## config.mk

```make
export PLATFORM = sky130hd
export DESIGN_NAME = fu_issue_gate
export DESIGN_NICKNAME = d
export VERILOG_FILES = /design/src/rtl/fu_issue_pkg.sv /design/src/rtl/wb_slot_ring.sv /design/src/rtl/reg_pend_table.sv /design/src/rtl/div_occupancy.sv /design/src/rtl/fu_hazard_judge.sv /design/src/rtl/fu_issue_gate.sv
export SDC_FILE = /design/constraint.sdc
export NUM_CORES = 1
export LEC_CHECK = 0
export CORE_MARGIN = 3
export CORE_UTILIZATION = 50
export DETAILED_ROUTE_END_ITERATION = 8
export PLACE_DENSITY = 0.66
export SKIP_CTS_REPAIR_TIMING = 1
export SYNTH_ARGS = -nofsm -noshare
export SYNTH_HDL_FRONTEND = slang
export SYNTH_SLANG_ARGS = --single-unit
```

## constraint.sdc

```tcl
create_clock -name clk -period 5.6 [get_ports clk]
set_input_delay 0.84 -clock clk [delete_from_list [all_inputs] [get_ports clk]]
set_output_delay 0.84 -clock clk [all_outputs]
set_load 0.005 [all_outputs]
```

## src/rtl/fu_issue_pkg.sv

```systemverilog
`timescale 1ns/1ps
package fu_issue_pkg;

    typedef enum logic [1:0] {
        UNIT_INT  = 2'd0,
        UNIT_FADD = 2'd1,
        UNIT_FMUL = 2'd2,
        UNIT_DIV  = 2'd3
    } unit_e;

    typedef enum logic {
        DV_IDLE = 1'b0,
        DV_RUN  = 1'b1
    } dv_state_e;

    function automatic int max2(input int a, input int b);
        return (a > b) ? a : b;
    endfunction

endpackage

```

## src/rtl/wb_slot_ring.sv

```systemverilog
`timescale 1ns/1ps
// Future memory-stage occupancy. Bit j means the memory stage is taken
// j+1 cycles from now. The ring shifts down by one every cycle.
module wb_slot_ring #(
    parameter int DEPTH = 9,
    parameter int IDX_W = 4
) (
    input  logic             clk,
    input  logic             rst_n,
    input  logic             claim_i,
    input  logic [IDX_W-1:0] claim_idx_i,
    input  logic [IDX_W-1:0] probe_idx_i,
    output logic             probe_taken_o
);

    logic [DEPTH-1:0] slots_q;
    logic [DEPTH-1:0] slots_d;
    logic [DEPTH-1:0] claim_vec;

    always_comb begin
        claim_vec = '0;
        if (claim_i) begin
            claim_vec[claim_idx_i] = 1'b1;
        end
        slots_d = (slots_q | claim_vec) >> 1;
    end

    always_ff @(posedge clk or negedge rst_n) begin
        if (!rst_n) begin
            slots_q <= '0;
        end else begin
            slots_q <= slots_d;
        end
    end

    assign probe_taken_o = slots_q[probe_idx_i];

endmodule

```

## src/rtl/reg_pend_table.sv

```systemverilog
`timescale 1ns/1ps
// One countdown per architectural register: the number of cycles until
// its pending result can be forwarded. Zero means nothing is outstanding.
module reg_pend_table #(
    parameter int NUM_REGS = 32,
    parameter int REG_AW   = 5,
    parameter int CNT_W    = 4
) (
    input  logic              clk,
    input  logic              rst_n,
    input  logic              set_i,
    input  logic [REG_AW-1:0] set_reg_i,
    input  logic [CNT_W-1:0]  set_val_i,
    input  logic [REG_AW-1:0] rd_a_i,
    input  logic [REG_AW-1:0] rd_b_i,
    input  logic [REG_AW-1:0] rd_d_i,
    output logic [CNT_W-1:0]  cnt_a_o,
    output logic [CNT_W-1:0]  cnt_b_o,
    output logic [CNT_W-1:0]  cnt_d_o
);

    logic [CNT_W-1:0] cnt_q [NUM_REGS];

    for (genvar g = 0; g < NUM_REGS; g++) begin : g_reg
        always_ff @(posedge clk or negedge rst_n) begin
            if (!rst_n) begin
                cnt_q[g] <= '0;
            end else if (set_i && (set_reg_i == REG_AW'(g))) begin
                cnt_q[g] <= set_val_i;
            end else if (cnt_q[g] != '0) begin
                cnt_q[g] <= cnt_q[g] - CNT_W'(1);
            end
        end
    end

    assign cnt_a_o = cnt_q[rd_a_i];
    assign cnt_b_o = cnt_q[rd_b_i];
    assign cnt_d_o = cnt_q[rd_d_i];

endmodule

```

## src/rtl/div_occupancy.sv

```systemverilog
`timescale 1ns/1ps
// Occupancy of the unpipelined divider as a two-state machine.
module div_occupancy
    import fu_issue_pkg::*;
#(
    parameter int LAT_DIV = 8
) (
    input  logic clk,
    input  logic rst_n,
    input  logic start_i,
    output logic busy_o
);

    localparam int CW = (LAT_DIV > 1) ? $clog2(LAT_DIV) : 1;
    localparam logic [CW-1:0] RUN_LOAD = CW'((LAT_DIV > 1) ? LAT_DIV - 1 : 0);

    dv_state_e     state_q, state_d;
    logic [CW-1:0] left_q, left_d;

    // state register
    always_ff @(posedge clk or negedge rst_n) begin
        if (!rst_n) begin
            state_q <= DV_IDLE;
            left_q  <= '0;
        end else begin
            state_q <= state_d;
            left_q  <= left_d;
        end
    end

    // transitions: START (DV_IDLE -> DV_RUN), DONE (DV_RUN -> DV_IDLE)
    always_comb begin
        state_d = state_q;
        left_d  = left_q;
        unique case (state_q)
            DV_IDLE: begin
                if (start_i && (LAT_DIV > 1)) begin
                    state_d = DV_RUN;
                    left_d  = RUN_LOAD;
                end
            end
            DV_RUN: begin
                if (left_q <= CW'(1)) begin
                    state_d = DV_IDLE;
                    left_d  = '0;
                end else begin
                    left_d  = left_q - CW'(1);
                end
            end
        endcase
    end

    // outputs
    always_comb begin
        unique case (state_q)
            DV_IDLE: busy_o = 1'b0;
            DV_RUN:  busy_o = 1'b1;
        endcase
    end

endmodule

```

## src/rtl/fu_hazard_judge.sv

```systemverilog
`timescale 1ns/1ps
// Combines the hazard conditions into the stall/issue decision.
module fu_hazard_judge #(
    parameter int LAT_W = 4
) (
    input  logic             valid_i,
    input  logic             div_req_i,
    input  logic             div_busy_i,
    input  logic             slot_taken_i,
    input  logic [LAT_W-1:0] pend_a_i,
    input  logic [LAT_W-1:0] pend_b_i,
    input  logic [LAT_W-1:0] pend_d_i,
    input  logic [LAT_W-1:0] lat_i,
    output logic             stall_o,
    output logic             issue_o
);

    logic unit_hit;
    logic raw_hit;
    logic waw_hit;

    always_comb begin
        unit_hit = div_req_i && div_busy_i;
        raw_hit  = (pend_a_i != '0) || (pend_b_i != '0);
        // later write must land strictly after the pending one
        waw_hit  = (pend_d_i >= lat_i);
        stall_o  = valid_i && (unit_hit || slot_taken_i || raw_hit || waw_hit);
        issue_o  = valid_i && !stall_o;
    end

endmodule

```

## src/rtl/fu_issue_gate.sv

```systemverilog
`timescale 1ns/1ps
module fu_issue_gate
    import fu_issue_pkg::*;
#(
    parameter int REG_AW   = 5,
    parameter int LAT_INT  = 1,
    parameter int LAT_FADD = 3,
    parameter int LAT_FMUL = 4,
    parameter int LAT_DIV  = 8
) (
    input  logic              clk,
    input  logic              rst_n,
    input  logic              dec_valid_i,
    input  logic [1:0]        dec_unit_i,
    input  logic [REG_AW-1:0] dec_src_a_i,
    input  logic [REG_AW-1:0] dec_src_b_i,
    input  logic [REG_AW-1:0] dec_dst_i,
    output logic              stall_o,
    output logic              issue_o
);

    localparam int NUM_REGS = 1 << REG_AW;
    localparam int MAX_LAT  = max2(max2(LAT_INT, LAT_FADD), max2(LAT_FMUL, LAT_DIV));
    localparam int LAT_W    = $clog2(MAX_LAT + 1);
    localparam int RING_D   = MAX_LAT + 1;

    unit_e            unit;
    logic [LAT_W-1:0] lat_sel;
    logic [LAT_W-1:0] pend_load;
    logic [LAT_W-1:0] pend_a, pend_b, pend_d;
    logic             slot_taken;
    logic             div_busy;
    logic             div_req;
    logic             stall_w, issue_w;

    assign unit = unit_e'(dec_unit_i);

    always_comb begin
        unique case (unit)
            UNIT_INT:  lat_sel = LAT_W'(LAT_INT);
            UNIT_FADD: lat_sel = LAT_W'(LAT_FADD);
            UNIT_FMUL: lat_sel = LAT_W'(LAT_FMUL);
            UNIT_DIV:  lat_sel = LAT_W'(LAT_DIV);
        endcase
    end

    assign pend_load = lat_sel - LAT_W'(1);
    assign div_req   = (unit == UNIT_DIV);

    wb_slot_ring #(
        .DEPTH (RING_D),
        .IDX_W (LAT_W)
    ) u_ring (
        .clk           (clk),
        .rst_n         (rst_n),
        .claim_i       (issue_w),
        .claim_idx_i   (lat_sel),
        .probe_idx_i   (lat_sel),
        .probe_taken_o (slot_taken)
    );

    reg_pend_table #(
        .NUM_REGS (NUM_REGS),
        .REG_AW   (REG_AW),
        .CNT_W    (LAT_W)
    ) u_pend (
        .clk       (clk),
        .rst_n     (rst_n),
        .set_i     (issue_w),
        .set_reg_i (dec_dst_i),
        .set_val_i (pend_load),
        .rd_a_i    (dec_src_a_i),
        .rd_b_i    (dec_src_b_i),
        .rd_d_i    (dec_dst_i),
        .cnt_a_o   (pend_a),
        .cnt_b_o   (pend_b),
        .cnt_d_o   (pend_d)
    );

    div_occupancy #(
        .LAT_DIV (LAT_DIV)
    ) u_div (
        .clk     (clk),
        .rst_n   (rst_n),
        .start_i (issue_w && div_req),
        .busy_o  (div_busy)
    );

    fu_hazard_judge #(
        .LAT_W (LAT_W)
    ) u_judge (
        .valid_i      (dec_valid_i),
        .div_req_i    (div_req),
        .div_busy_i   (div_busy),
        .slot_taken_i (slot_taken),
        .pend_a_i     (pend_a),
        .pend_b_i     (pend_b),
        .pend_d_i     (pend_d),
        .lat_i        (lat_sel),
        .stall_o      (stall_w),
        .issue_o      (issue_w)
    );

    assign stall_o = stall_w;
    assign issue_o = issue_w;

endmodule

```

==> impl_metrics.prom <==
# TYPE chip_impl_metric gauge
chip_impl_metric{name="synthArstFlopShare",unit=""} 1.00
chip_impl_metric{name="slew_hr",unit=""} 0.278
chip_impl_metric{name="synth.avg_cell_area",unit="sq um"} 10.7
chip_impl_metric{name="seq_area_frac_synth",unit=""} 0.336
chip_impl_metric{name="design.final.nets",unit=""} 1075
chip_impl_metric{name="clockBufferDepth",unit=""} 2
chip_impl_metric{name="synth_largest_type_area_fraction",unit=""} 0.336
chip_impl_metric{name="worst-path-max-fanout",unit=""} 33
chip_impl_metric{name="synth-edff-count",unit=""} 0
chip_impl_info{name="clock_tree_from_tritoncts",value="built"} 1
chip_impl_metric{name="grt.overflow.total",unit=""} 0
chip_impl_metric{name="detailedRoute.firstPassIterationCount",unit=""} 5
chip_impl_metric{name="critical_path_required",unit="ps"} 4760
chip_impl_info{name="class_of_the_tightest_hold_or_removal_check",value="reg -> reg"} 1
chip_impl_metric{name="clock_latency_at_the_later_pin_of_the_worst_skew_pair",unit="ps"} 440
chip_impl_info{name="critical_path.endpoint_type",value="primary output"} 1
chip_impl_metric{name="via_per_inst",unit=""} 6.15
chip_impl_info{name="cpLargestDelayFamily",value="multiplexers"} 1
chip_impl_metric{name="start_util",unit=""} 0.510
chip_impl_metric{name="timing.final.ws_setup",unit="ps"} 283
chip_impl_metric{name="grt_pass1_wl",unit="mm"} 42.9
chip_impl_info{name="ys_top_cells_by_count",value="dfrtp_1, mux2i_1, nand2_1"} 1
chip_impl_info{name="post_synth_main_area_contributors",value="dfrtp_1, mux4_2, mux2i_1"} 1
chip_impl_metric{name="die_area",unit="sq um"} 22500
chip_impl_info{name="worstSetupStartpointType",value="input pin"} 1
chip_impl_metric{name="final_antenna_net_count",unit=""} 0
chip_impl_metric{name="worstHoldPathCells",unit=""} 0
chip_impl_metric{name="grt_antenna_before_repair",unit=""} 1
chip_impl_metric{name="gate_count_after_technology_mapping",unit=""} 967
chip_impl_metric{name="ys_ff_latch",unit=""} 139
chip_impl_metric{name="clock.fmax",unit="MHz"} 188
chip_impl_metric{name="detail_route.wl_per_cell",unit="um"} 21.3
chip_impl_metric{name="synth-warning-count",unit=""} 0
chip_impl_metric{name="port_buffers",unit=""} 21
chip_impl_metric{name="detail_route.iter0.violations",unit=""} 583
chip_impl_metric{name="drive_gt1_frac",unit=""} 0.150
chip_impl_info{name="rsz0062_at_grt",value="no"} 1
chip_impl_metric{name="static-leakage-power",unit="nW"} 5.60
chip_impl_info{name="cts.root.buffer_cell",value="clkbuf_16"} 1
chip_impl_metric{name="max-cap-violations",unit=""} 0
chip_impl_metric{name="areaGrowthSynthToFinish",unit="%"} 10.1
chip_impl_metric{name="placement_rows",unit=""} 52
chip_impl_metric{name="drt_wl_total",unit="mm"} 27.0
chip_impl_metric{name="place_ws",unit="ps"} 296
chip_impl_metric{name="clock_skew",unit="ps"} 12.8
chip_impl_info{name="dominantRegCellSynth",value="dfrtp_1"} 1
chip_impl_metric{name="route.vias.total",unit=""} 7795
chip_impl_info{name="status",value="finished clean"} 1
chip_impl_metric{name="totalPowerFinal",unit="W"} 0.00626
chip_impl_metric{name="critical_path_depth",unit=""} 14
chip_impl_metric{name="total_cts_buffers",unit=""} 17
chip_impl_metric{name="final_core_util",unit=""} 0.562
chip_impl_info{name="timing.critical_path.slowest_stage_cell",value="mux4_2"} 1
chip_impl_metric{name="timing.reg2reg.worst_path_depth",unit=""} 12
chip_impl_metric{name="timing.final.hold_violations",unit=""} 0
chip_impl_metric{name="power.density_cell_area",unit="nW/um^2"} 549
chip_impl_metric{name="max_slew.worst_pin.slew",unit="ps"} 1080
chip_impl_metric{name="grt_util_all_layers",unit=""} 0.250
chip_impl_metric{name="syn-num-nets",unit=""} 1057
chip_impl_metric{name="final.setup.tns",unit="ps"} 0
chip_impl_metric{name="die-width",unit="um"} 150
chip_impl_metric{name="critical_path_buf_inv_count",unit=""} 4
chip_impl_metric{name="floorplan.die.height",unit="um"} 150
chip_impl_info{name="post-synth-top-count-cell",value="dfrtp_1"} 1
chip_impl_metric{name="worst-r2r-setup-slack",unit="ps"} 1140
chip_impl_metric{name="globalplace.congestion",unit=""} 0.906
chip_impl_info{name="synth_area_leader",value="dfrtp_1"} 1
chip_impl_metric{name="cts-htree-levels",unit=""} 4
chip_impl_metric{name="post-route-drc-count",unit=""} 0
chip_impl_info{name="path_cells",value="buf_2 > buf_12 > mux4_2 > mux4_2 > mux2i_1 > ha_1 > nand2b_1 > a21o_1 > a21o_1 > a211oi_1 > o211a_4 > nand3_1 > inv_2 > clkdlybuf4s50_1"} 1
chip_impl_metric{name="min_period",unit="ps"} 5320
chip_impl_metric{name="antennaDiodeCount",unit=""} 0
chip_impl_metric{name="placeableCoreArea",unit="sq um"} 20300
chip_impl_metric{name="netlist_area",unit="sq um"} 10400
chip_impl_metric{name="vias_in_the_first_global_route",unit=""} 7713
chip_impl_metric{name="clk_pin_slew_worst_paths",unit="ps"} 60
chip_impl_metric{name="cp_slowest_stage_delay",unit="ps"} 520
chip_impl_metric{name="fin_crit_sh",unit=""} 0.949
chip_impl_info{name="worst-setup-path-type",value="in -> out"} 1
chip_impl_metric{name="floorplan.io_pins",unit=""} 22
chip_impl_metric{name="arrival",unit="ps"} 4480
chip_impl_metric{name="post-dp-hpwl",unit="mm"} 19.2
chip_impl_metric{name="post_synthesis_cell_type_count",unit=""} 57
chip_impl_metric{name="grt_max_degree",unit=""} 90
chip_impl_metric{name="max-vdd-ir-drop",unit="V"} 0.000269
chip_impl_metric{name="slew_violations",unit=""} 0
chip_impl_metric{name="cts_num_sinks",unit=""} 139
chip_impl_metric{name="setup-violations-final",unit=""} 0
[through the flow]
stage	area (sq um)	std cells	hold WS, ps
floorplan	10400	967	405
global placement	10800	1236	332
detailed placement	10800	1236	335
CTS	11400	1268	348
global route	11400	1268	352
finish	11400	1268	349
[logic make-up after synthesis]
family          Yosys count  synth area share
buf+inv                 114            0.0482
simple gates            319             0.200
mux                     164             0.223
fa+ha+maj                70            0.0845
compound gates          102            0.0584
xor+xnor                 59            0.0499
flops                   139             0.336
[final timing paths]
kind	startpoint	endpoint
worst max-delay path	dec_dst_i[0]	issue_o
worst min-delay path	u_ring.slots_q[7]	u_ring.slots_q[6]
worst max register to register	u_pend.cnt_q[16]	u_pend.cnt_q[2]
worst min register to register	u_ring.slots_q[7]	u_ring.slots_q[6]
max in group asynchronous	rst_n	u_pend.cnt_q[115]
min in group asynchronous	rst_n	u_pend.cnt_q[42]
[placed cells by master (no fill, tap or decap), drive strengths merged, types with 2 or more instances in the layout]
master and count:
dfrtp 139, mux2i 98, nand2 86, inv 75
ha 70, mux4 52, nor2 45, o21ai 39
xnor2 34, nand4 32, nor3 27, a21oi 26
or4 25, xor2 25, or3 24, nor2b 22
buf 22, clkbuf 20, clkdlybuf4s50 18, and2 16
nor4 15, mux2 14, nand2b 9, o31ai 9
o22ai 5, nand3 5, nor3b 5, a31oi 5
clkinvlp 5, and3 4, clkinv 4, a21o 3
and3b 3, o21bai 2, o311ai 2
[final cells by class]
cell class              count  area [sq um]
clock inverters            12           116
fillers                  1751          8890
inverters                  73           274
clock buffers              20           447
repair buffers             40           357
multi-input cells         714          6390
well taps                 270           338
flip-flops and latches    139          3480
[power breakdown]
part / internal, W / leakage (nW) / total [W] / switching, W
Combinational: 0.00143 / 3.67 / 0.00283 / 0.00140
Clock: 0.000627 / 0.260 / 0.00110 / 0.000471
Sequential: 0.00152 / 1.68 / 0.00233 / 0.000808
[sequential cells by signal (all words and copies together) (netlist names)]
| register | count |
|---|---|
| u_div.left_q | 3 |
| u_div.state_q | 1 |
| u_ring.slots_q | 7 |
| u_pend.cnt_q | 128 |
[per-layer routing]
metal | part of all wire | GRT usage | vias to the layer above
li1 | - | - | 3545
met1 | 0.40 | 0.318 | 3845
met2 | 0.48 | 0.415 | 326
met3 | 0.073 | 0.0603 | 77
met4 | 0.038 | 0.0924 | 2
met5 | 0.00026 | 0 | -
(Power assumes the default switching activity.)
